### src/rtl/cnt_latch_pkg.sv
// Package: shared widths, address codes and control-word fields for the
// latched down-counter channel.
package cnt_latch_pkg;
    localparam int BYTE_W  = 8;
    localparam int CNT_W   = 2 * BYTE_W;
    localparam int ADDR_W  = 2;

    typedef enum logic [ADDR_W-1:0] {
        REG_DATA = 2'd0,
        REG_CTRL = 2'd3
    } reg_addr_e;

    // Bits of a control word that pick the access kind; 00 means latch.
    localparam logic [1:0] ACC_LATCH = 2'b00;
endpackage

### src/rtl/cnt_bus_decode.sv
// Bus decode: turns strobes into single-cycle commands and keeps the
// divisor with its write byte pointer.
// Assumes: no read and write in the same cycle; strobes last one cycle.
module cnt_bus_decode
    import cnt_latch_pkg::*;
#(
    parameter logic [1:0] CH_SEL = 2'd1
) (
    input  logic              clk,
    input  logic              rst_n,
    input  logic              bus_cs,
    input  logic [ADDR_W-1:0] bus_addr,
    input  logic              bus_rd,
    input  logic              bus_wr,
    input  logic [BYTE_W-1:0] bus_wdata,
    input  logic              load_ack,
    output logic [CNT_W-1:0]  n_val,
    output logic              load_req,
    output logic              latch_cmd,
    output logic              mode_cmd,
    output logic              rd_go
);
    logic                data_wr;
    logic                ctrl_wr;
    logic                sel_hit;
    logic                wr_ptr;
    logic [BYTE_W-1:0]   lsb_q;

    // Command decode from the bus strobes.
    always_comb begin
        data_wr   = bus_cs && bus_wr && (bus_addr == REG_DATA);
        ctrl_wr   = bus_cs && bus_wr && (bus_addr == REG_CTRL);
        sel_hit   = (bus_wdata[7:6] == CH_SEL);
        latch_cmd = ctrl_wr && sel_hit && (bus_wdata[5:4] == ACC_LATCH);
        mode_cmd  = ctrl_wr && sel_hit && (bus_wdata[5:4] != ACC_LATCH);
        rd_go     = bus_cs && bus_rd && (bus_addr == REG_DATA);
    end

    // Write pointer, staged low byte, divisor and pending-load flag.
    always_ff @(posedge clk) begin
        if (!rst_n) begin
            wr_ptr   <= 1'b0;
            lsb_q    <= '0;
            n_val    <= '0;
            load_req <= 1'b0;
        end else begin
            if (load_ack) load_req <= 1'b0;
            if (mode_cmd) begin
                wr_ptr <= 1'b0;
            end else if (data_wr) begin
                wr_ptr <= ~wr_ptr;
                if (!wr_ptr) begin
                    lsb_q <= bus_wdata;
                end else begin
                    n_val    <= {bus_wdata, lsb_q};
                    load_req <= 1'b1;
                end
            end
        end
    end

    // a high-byte write always leaves a load pending
    assert_load_after_msb_R2: assert property (@(posedge clk) disable iff (!rst_n)
        (data_wr && wr_ptr) |=> load_req);
endmodule

### src/rtl/cnt_count_core.sv
// Count core: the down-counter with reload and the output pulse.
// Assumes: cnt_tick is a one-cycle enable; a count of 0 stands for 65536.
module cnt_count_core
    import cnt_latch_pkg::*;
(
    input  logic             clk,
    input  logic             rst_n,
    input  logic             cnt_tick,
    input  logic             gate,
    input  logic             load_req,
    input  logic [CNT_W-1:0] n_in,
    output logic             load_ack,
    output logic [CNT_W-1:0] cnt_q,
    output logic             div_out
);
    logic [CNT_W-1:0] reload_q;
    logic             armed_q;
    logic             step;

    // A pending load takes the tick; otherwise a gated tick steps the count.
    always_comb begin
        load_ack = cnt_tick && load_req;
        step     = cnt_tick && !load_req && gate && armed_q;
    end

    // Counter, reload copy and one-cycle output pulse.
    always_ff @(posedge clk) begin
        if (!rst_n) begin
            cnt_q    <= '0;
            reload_q <= '0;
            armed_q  <= 1'b0;
            div_out  <= 1'b0;
        end else begin
            div_out <= 1'b0;
            if (load_ack) begin
                cnt_q    <= n_in;
                reload_q <= n_in;
                armed_q  <= 1'b1;
            end else if (step) begin
                if (cnt_q == CNT_W'(1)) begin
                    cnt_q   <= reload_q;
                    div_out <= 1'b1;
                end else begin
                    cnt_q <= cnt_q - 1'b1;
                end
            end
        end
    end

    // gate low and no load, the count holds
    assert_gate_hold_R3: assert property (@(posedge clk) disable iff (!rst_n)
        (!gate && !load_ack) |=> $stable(cnt_q));
    // a pulse is only seen right after a reload to N
    assert_pulse_reload_R4: assert property (@(posedge clk) disable iff (!rst_n)
        div_out |-> (cnt_q == reload_q));
    // zero wraps to all ones
    assert_zero_wrap_R5: assert property (@(posedge clk) disable iff (!rst_n)
        (step && cnt_q == '0) |=> (cnt_q == '1));
endmodule

### src/rtl/cnt_read_port.sv
// Read port: the latch holding register, the read byte pointer and the
// read data mux.
// Assumes: commands from cnt_bus_decode are single-cycle pulses.
module cnt_read_port
    import cnt_latch_pkg::*;
(
    input  logic              clk,
    input  logic              rst_n,
    input  logic              latch_cmd,
    input  logic              mode_cmd,
    input  logic              rd_go,
    input  logic [CNT_W-1:0]  cnt_q,
    output logic [BYTE_W-1:0] rdata
);
    logic [CNT_W-1:0] lat_val;
    logic             lat_vld;
    logic             rd_ptr;
    logic [CNT_W-1:0] src;

    // Pick the frozen value while a latch is pending, the live count otherwise.
    always_comb begin
        src   = lat_vld ? lat_val : cnt_q;
        rdata = rd_ptr ? src[CNT_W-1:BYTE_W] : src[BYTE_W-1:0];
    end

    // Latch capture, release after the high byte, and the read pointer.
    always_ff @(posedge clk) begin
        if (!rst_n) begin
            lat_val <= '0;
            lat_vld <= 1'b0;
            rd_ptr  <= 1'b0;
        end else if (mode_cmd) begin
            lat_vld <= 1'b0;
            rd_ptr  <= 1'b0;
        end else begin
            if (latch_cmd && !lat_vld) begin
                lat_val <= cnt_q;
                lat_vld <= 1'b1;
            end
            if (rd_go) begin
                rd_ptr <= ~rd_ptr;
                if (rd_ptr) lat_vld <= 1'b0;
            end
        end
    end

    // a pending latched value never changes
    assert_latch_frozen_R8: assert property (@(posedge clk) disable iff (!rst_n)
        (lat_vld && $past(lat_vld)) |-> $stable(lat_val));
    // reading the high byte releases the latch
    assert_release_R7: assert property (@(posedge clk) disable iff (!rst_n)
        (rd_go && rd_ptr && !latch_cmd) |=> !lat_vld);
endmodule

### src/rtl/cnt_latch_divider.sv
// Top: one programmable divide-by-N channel with count latch, on an 8-bit
// bus. Assumes all inputs are synchronous to clk.
module cnt_latch_divider
    import cnt_latch_pkg::*;
#(
    parameter logic [1:0] CH_SEL = 2'd1
) (
    input  logic        clk,
    input  logic        rst_n,
    input  logic        bus_cs,
    input  logic [1:0]  bus_addr,
    input  logic        bus_rd,
    input  logic        bus_wr,
    input  logic [7:0]  bus_wdata,
    output logic [7:0]  bus_rdata,
    input  logic        cnt_tick,
    input  logic        gate,
    output logic        div_out
);
    logic [CNT_W-1:0] n_val;
    logic [CNT_W-1:0] cnt_q;
    logic             load_req;
    logic             load_ack;
    logic             latch_cmd;
    logic             mode_cmd;
    logic             rd_go;

    cnt_bus_decode #(.CH_SEL(CH_SEL)) u_decode (
        .clk(clk), .rst_n(rst_n), .bus_cs(bus_cs), .bus_addr(bus_addr),
        .bus_rd(bus_rd), .bus_wr(bus_wr), .bus_wdata(bus_wdata),
        .load_ack(load_ack), .n_val(n_val), .load_req(load_req),
        .latch_cmd(latch_cmd), .mode_cmd(mode_cmd), .rd_go(rd_go)
    );

    cnt_count_core u_core (
        .clk(clk), .rst_n(rst_n), .cnt_tick(cnt_tick), .gate(gate),
        .load_req(load_req), .n_in(n_val), .load_ack(load_ack),
        .cnt_q(cnt_q), .div_out(div_out)
    );

    cnt_read_port u_read (
        .clk(clk), .rst_n(rst_n), .latch_cmd(latch_cmd), .mode_cmd(mode_cmd),
        .rd_go(rd_go), .cnt_q(cnt_q), .rdata(bus_rdata)
    );

    // no pulse in the first cycle after reset
    assert_quiet_reset_R1: assert property (@(posedge clk)
        !rst_n |=> !div_out);
endmodule

### config.mk
export PLATFORM = sky130hd
export DESIGN_NAME = cnt_latch_divider
export DESIGN_NICKNAME = d
export VERILOG_FILES = /design/src/rtl/cnt_latch_pkg.sv /design/src/rtl/cnt_bus_decode.sv /design/src/rtl/cnt_count_core.sv /design/src/rtl/cnt_read_port.sv /design/src/rtl/cnt_latch_divider.sv
export SDC_FILE = /design/constraint.sdc
export NUM_CORES = 1
export LEC_CHECK = 0
export ABC_AREA = 1
export CORE_UTILIZATION = 45
export CTS_CLUSTER_DIAMETER = 100
export CTS_CLUSTER_SIZE = 40
export DETAILED_ROUTE_END_ITERATION = 7
export PLACE_DENSITY = 0.65
export SYNTH_ARGS = -nofsm -noshare
export SYNTH_HDL_FRONTEND = slang
export SYNTH_HIERARCHICAL = 1
export SYNTH_SLANG_ARGS = --single-unit
export TNS_END_PERCENT = 1
### constraint.sdc
create_clock -name clk -period 1.5 [get_ports clk]
set_input_delay 0.3 -clock clk [delete_from_list [all_inputs] [get_ports clk]]
set_output_delay 0.3 -clock clk [all_outputs]
set_load 0.1 [all_outputs]
Word-level counts from Yosys, hierarchy flattened
Index checks and enable logic that the tools add are counted.
{"block": "word_totals", "reg_bits": 78, "in_bits": 17, "out_inout_bits": 9}
{"block": "op_classes", "addsub": 1, "eq_ne": 3, "n_mux": 13, "bitwise_logic": 5, "reduce_logical": 24}
{"operator": "16-bit 2-to-1 mux", "n": 4}
{"operator": "16-bit by 1-bit equality test with 1-bit output (second input constant)", "n": 1}
{"operator": "16-bit by 1-bit subtractor with 16-bit output (second input constant)", "n": 1}
{"operator": "1-bit logical AND", "n": 13}
{"operator": "1-bit 2-to-1 mux", "n": 8}
{"operator": "8-bit 2-to-1 mux", "n": 1}
{"operator": "3-bit AND reduction", "n": 2}
{"operator": "1-bit inverter", "n": 5}
{"operator": "2-bit logical NOT", "n": 2}
{"operator": "2-bit nonzero test", "n": 2}
{"operator": "3-bit OR reduction", "n": 1}
{"operator": "2-bit by 1-bit equality test with 1-bit output (second input constant)", "n": 1}
{"operator": "2-bit equality test (second input constant)", "n": 1}
{"operator": "1-bit logical NOT", "n": 2}
{"operator": "2-bit AND reduction", "n": 1}
{"operator": "2-bit OR reduction", "n": 1}

Depth between registers and ports, before layout
{"block": "logic_depth", "depth_word": 8, "mapped_depth": 10}

By module
The synthesis kept the hierarchy.
{"module": "cnt_count_core", "instances": 1, "cells_each": 303, "area_each_um2": 1965.6, "seq_area_each_um2": 680.7}
{"module": "cnt_bus_decode", "instances": 1, "cells_each": 212, "area_each_um2": 1335.0, "seq_area_each_um2": 520.5}
{"module": "cnt_read_port", "instances": 1, "cells_each": 197, "area_each_um2": 1133.6, "seq_area_each_um2": 360.3}

Worst setup path before layout
Ideal clock, no wire load.
{"block": "synth_path", "path_type": "register -> output", "start": "register u_read.lat_vld", "end": "output bus_rdata[6]", "arrival_time_ps": 1414, "t_required_ps": 1200, "slack_ps": -214, "path_stages_with_launch": 7, "cell_sequence": "dfxtp_1 > buf_6 > buf_4 > nor2_1 > nor2_1 > o21ai_0 > nand2_1"}
{"block": "synth_via", "elab_chain_cells": 2}
{"item": "from (decl)", "line": "cnt_read_port.sv:16", "rtl": "logic lat_vld;"}
{"item": "from (signal assigned)", "line": "cnt_read_port.sv:30", "rtl": "lat_vld <= 1'b0;"}
{"item": "from (signal assigned)", "line": "cnt_read_port.sv:33", "rtl": "lat_vld <= 1'b0;"}
{"item": "from (signal assigned)", "line": "cnt_read_port.sv:38", "rtl": "lat_vld <= 1'b1;"}
{"item": "16-bit 2-to-1 mux", "line": "cnt_read_port.sv:22", "rtl": "src = lat_vld ? lat_val : cnt_q;"}
{"item": "8-bit 2-to-1 mux", "line": "cnt_read_port.sv:23", "rtl": "rdata = rd_ptr ? src[CNT_W-1:BYTE_W] : src[BYTE_W-1:0];"}
{"item": "to (decl)", "line": "cnt_latch_divider.sv:15", "rtl": "output logic [7:0] bus_rdata,"}
Every way passes these cells.

Worst setup path after layout
{"block": "layout_path", "start": "register u_read.lat_vld", "end": "output bus_rdata[7]"}
Same word-level chain as after synthesis.

==> results.py <==
metrics = {
    "run_status": {
        "outcome": "finished with violations",
        "violations": "negative setup slack",
    },
    "yosys": {
        "synth_top_cell_area_share_pct": 35.2,
        "yosys.area.top_type": "dfxtp_1",
        "synth_mux_area_share_pct": 0,
        "synth.avg_cell_area_um2": 6.23,
        "synthSimpleGateAreaFrac_pct": 39.4,
        "yosys.cell_types.count": 33,
        "synth-seq-cells": 78,
        "synth_top_family_by_area": "simple AND/OR/NAND/NOR gates",
        "synth_adder_area_share_pct": 0.564,
        "synth-xor-area-share_pct": 0.790,
        "synthFlopType": "dfxtp_1",
        "ys_warn_count": 6,
        "ys_seq_area_share_pct": 35.2,
        "synthTopCellsByArea": "dfxtp_1, nand2_1, inv_1, nor2_1, nand4_1",
        "synthesis.nets": 731,
        "synth_compound_area_share_pct": 8.27,
        "synthArstFlopShare_pct": 0,
        "synth_commonest_cells": "nand2_1, inv_1, nor2_1",
        "synth_enable_flop_cells": 0,
        "syn_inst": 712,
        "yosys.cell_count.top_type": "nand2_1",
        "netlist_area_mm2": 0.00443,
    },
    "grt": {
        "grt.total_usage_pct": 22.0,
        "grt_first_pass_wirelength_um": 17900,
        "grt_max_degree": 41,
        "grt_pass1_vias": 3947,
        "grt_overflow": 0,
        "antenna_found_initial": 0,
    },
    "floorplanning": {
        "die_height_um": 101,
        "dieArea_mm2": 0.0103,
        "die_w_um": 101,
        "core_area_mm2": 0.00937,
        "pin_count": 26,
        "initial_core_util_pct": 47.3,
        "rows": 35,
    },
    "critical_path": {
        "critPathMaxStageDelay_ns": 0.42,
        "worstSetupPathType": "flip-flop to primary output",
        "cp_top_family": "flip-flops",
        "cp.arrival_ns": 1.53,
        "cp-end-kind": "primary output",
        "critical_path_buf_inv_count": 2,
        "required_ns": 1.20,
        "crit_fanout": 6,
        "cp_slowest_cell": "dfxtp_4",
        "r2r_start": "u_core/cnt_q[1]$_SDFFE_PN0P_",
        "path_cells": "clkbuf_16, nor2_2, nor2_1, o21ai_2, nand2_2, buf_12",
        "crit_start": "u_read/lat_vld$_SDFF_PP0_",
        "crit_path_start_kind": "flip-flop",
    },
    "finish": {
        "antenna_cells": 0,
        "drive_gt1_share_pct": 20.4,
        "nFillCells": 910,
        "fin_nets": 784,
        "fin_util_pct": 60.1,
        "areaGrowthSynthToFinish_pct": 26.9,
    },
    "worst_hold_path": {
        "hold_path.class": "input pin to flip-flop",
        "hold_start": "rst_n",
    },
    "clocking": {
        "cts-root-buf": "clkbuf_8",
        "clock_path_buffers": 2,
        "clock-sinks": 78,
        "cts_buffers": 9,
        "cts_tree": "built",
        "clock_latency_ns": 0.35,
        "clk_pin_slew_worst_paths_ns": 0.09,
        "htree_levels": 3,
    },
    "sta": {
        "final-hold-violation-count": 0,
        "final-setup-viol-count": 8,
        "finalCritPeriodShare_pct": 122,
        "layout_setup_ws_ns": -0.331,
        "maxSlewHeadroom_pct": 76.4,
        "holdWs_ns": 0.344,
        "period_needed_ns": 1.83,
        "slew_violations": 0,
        "rsz0062_at_grt": "true",
        "fin_tns_setup_ns": -2.06,
        "fin_worst_skew_ns": 0.00816,
        "tightest_slew_ns": 0.353,
        "max_clock_freq_mhz": 546,
    },
    "job": {
        "maxCapViolCount": 0,
    },
    "detailed_routing": {
        "viasPerCell": 4.76,
        "wl_per_cell_um": 12.1,
        "wirelength_um": 10900,
        "num_vias": 4282,
        "post-route-drc-count": 0,
        "drt_pass1_iterations": 5,
        "drt_iter0_markers": 199,
        "ant_nets": 0,
    },
    "pwr": {
        "ir_drop_v": 0.000648,
        "finalPower_mw": 4.15,
        "powerDensity_mw_per_mm2": 737,
        "p_leak_nw": 2.69,
    },
    "place": {
        "port_buffers": 25,
        "place_ws_ns": -0.466,
        "dpl.hpwl_um": 7620,
        "place_congestion": 0.903,
    },
}
[final timing paths]
check	to	slack (ns)	depth (start not counted)
setup reg to reg	u_core/cnt_q[8]$_SDFFE_PN0P_	0	10
hold reg to reg	u_core/reload_q[0]$_SDFFE_PN0P_	0.47	2
hold / removal	u_core/reload_q[8]$_SDFFE_PN0P_	0.34	3
setup / recovery	bus_rdata[7]	-0.33	6
[report_power, final]
group          switching [mW]  leakage [nW]  internal [mW]
Sequential             0.0100         0.631           2.08
Combinational           0.196          1.96          0.142
Clock                   0.779        0.0998          0.941
[stage by stage]
stage | cells | area, um^2
after global routing | 899 | 5630
after floorplan | 712 | 4440
after global placement | 880 | 5140
after CTS | 897 | 5400
after detailed placement | 880 | 5140
final | 899 | 5630
[area by class of cell]
class | instances | area (um^2) | share of cell area [%]
multi-input combinational | 468 | 2360 | 42.0
sequential | 78 | 1570 | 27.9
timing repair buffer | 70 | 785 | 13.9
inverter | 138 | 534 | 9.49
tap | 129 | 161 | 2.87
clock buffer | 11 | 131 | 2.33
clock inverter | 5 | 83.8 | 1.49
[layout by cell type (no fill, tap or decap), drive strengths merged, types with 2 or more instances in the layout]
cell type / Yosys / final
a21oi: 27 / 27
buf: 23 / 54
bufinv: 0 / 2
clkbuf: 5 / 12
clkdlybuf4s50: 0 / 14
clkinv: 1 / 2
clkinvlp: 0 / 3
dfxtp: 78 / 78
ha: 2 / 2
inv: 137 / 136
nand2: 209 / 209
nand3: 36 / 36
nand4: 32 / 32
nor2: 111 / 111
o21ai: 41 / 41
xor2: 3 / 3
[state kept, by name, indices dropped and copies added (netlist names)]
register,count
u_core/cnt_q,16
u_core/reload_q,16
u_decode/n_val,16
u_read/lat_val,16
u_decode/lsb_q,8
u_core/armed_q,1
u_core/div_out,1
u_decode/load_req,1
u_decode/wr_ptr,1
u_read/lat_vld,1
u_read/rd_ptr,1
[kinds of logic after synthesis]
| family | Yosys count |
|---|---|
| buffers and inverters | 166 |
| adder cells (fa/ha/maj) | 2 |
| AO/OA/AOI/OAI | 71 |
| AND/OR/NAND/NOR | 391 |
| XOR/XNOR | 4 |
| flip-flops | 78 |
[tightest hold or removal path: cells and delay by family]
kind | cells | cell delay (ns)
AO/OA/AOI/OAI | 1 | 0.06
buffers and inverters | 2 | 0.29
[metal layers]
layer	track usage [%]	wire length, um	up-vias
met5	0	0	-
met4	8.92	208	0
met3	3.73	570	16
met2	36.2	5160	99
met1	28.6	4920	1888
li1	-	-	2279
[what timing repair did]
| action | 4_1_cts | 5_1_grt |
|---|---|---|
| pin swaps | 5 | 12 |
| hold buffers | 0 | 0 |
| buffers inserted | 0 | 1 |
| resized for setup | 17 | 55 |
| gates cloned | 1 | 1 |
| setup endpoints to repair | 31 | 41 |
(Power assumes the default switching activity.)
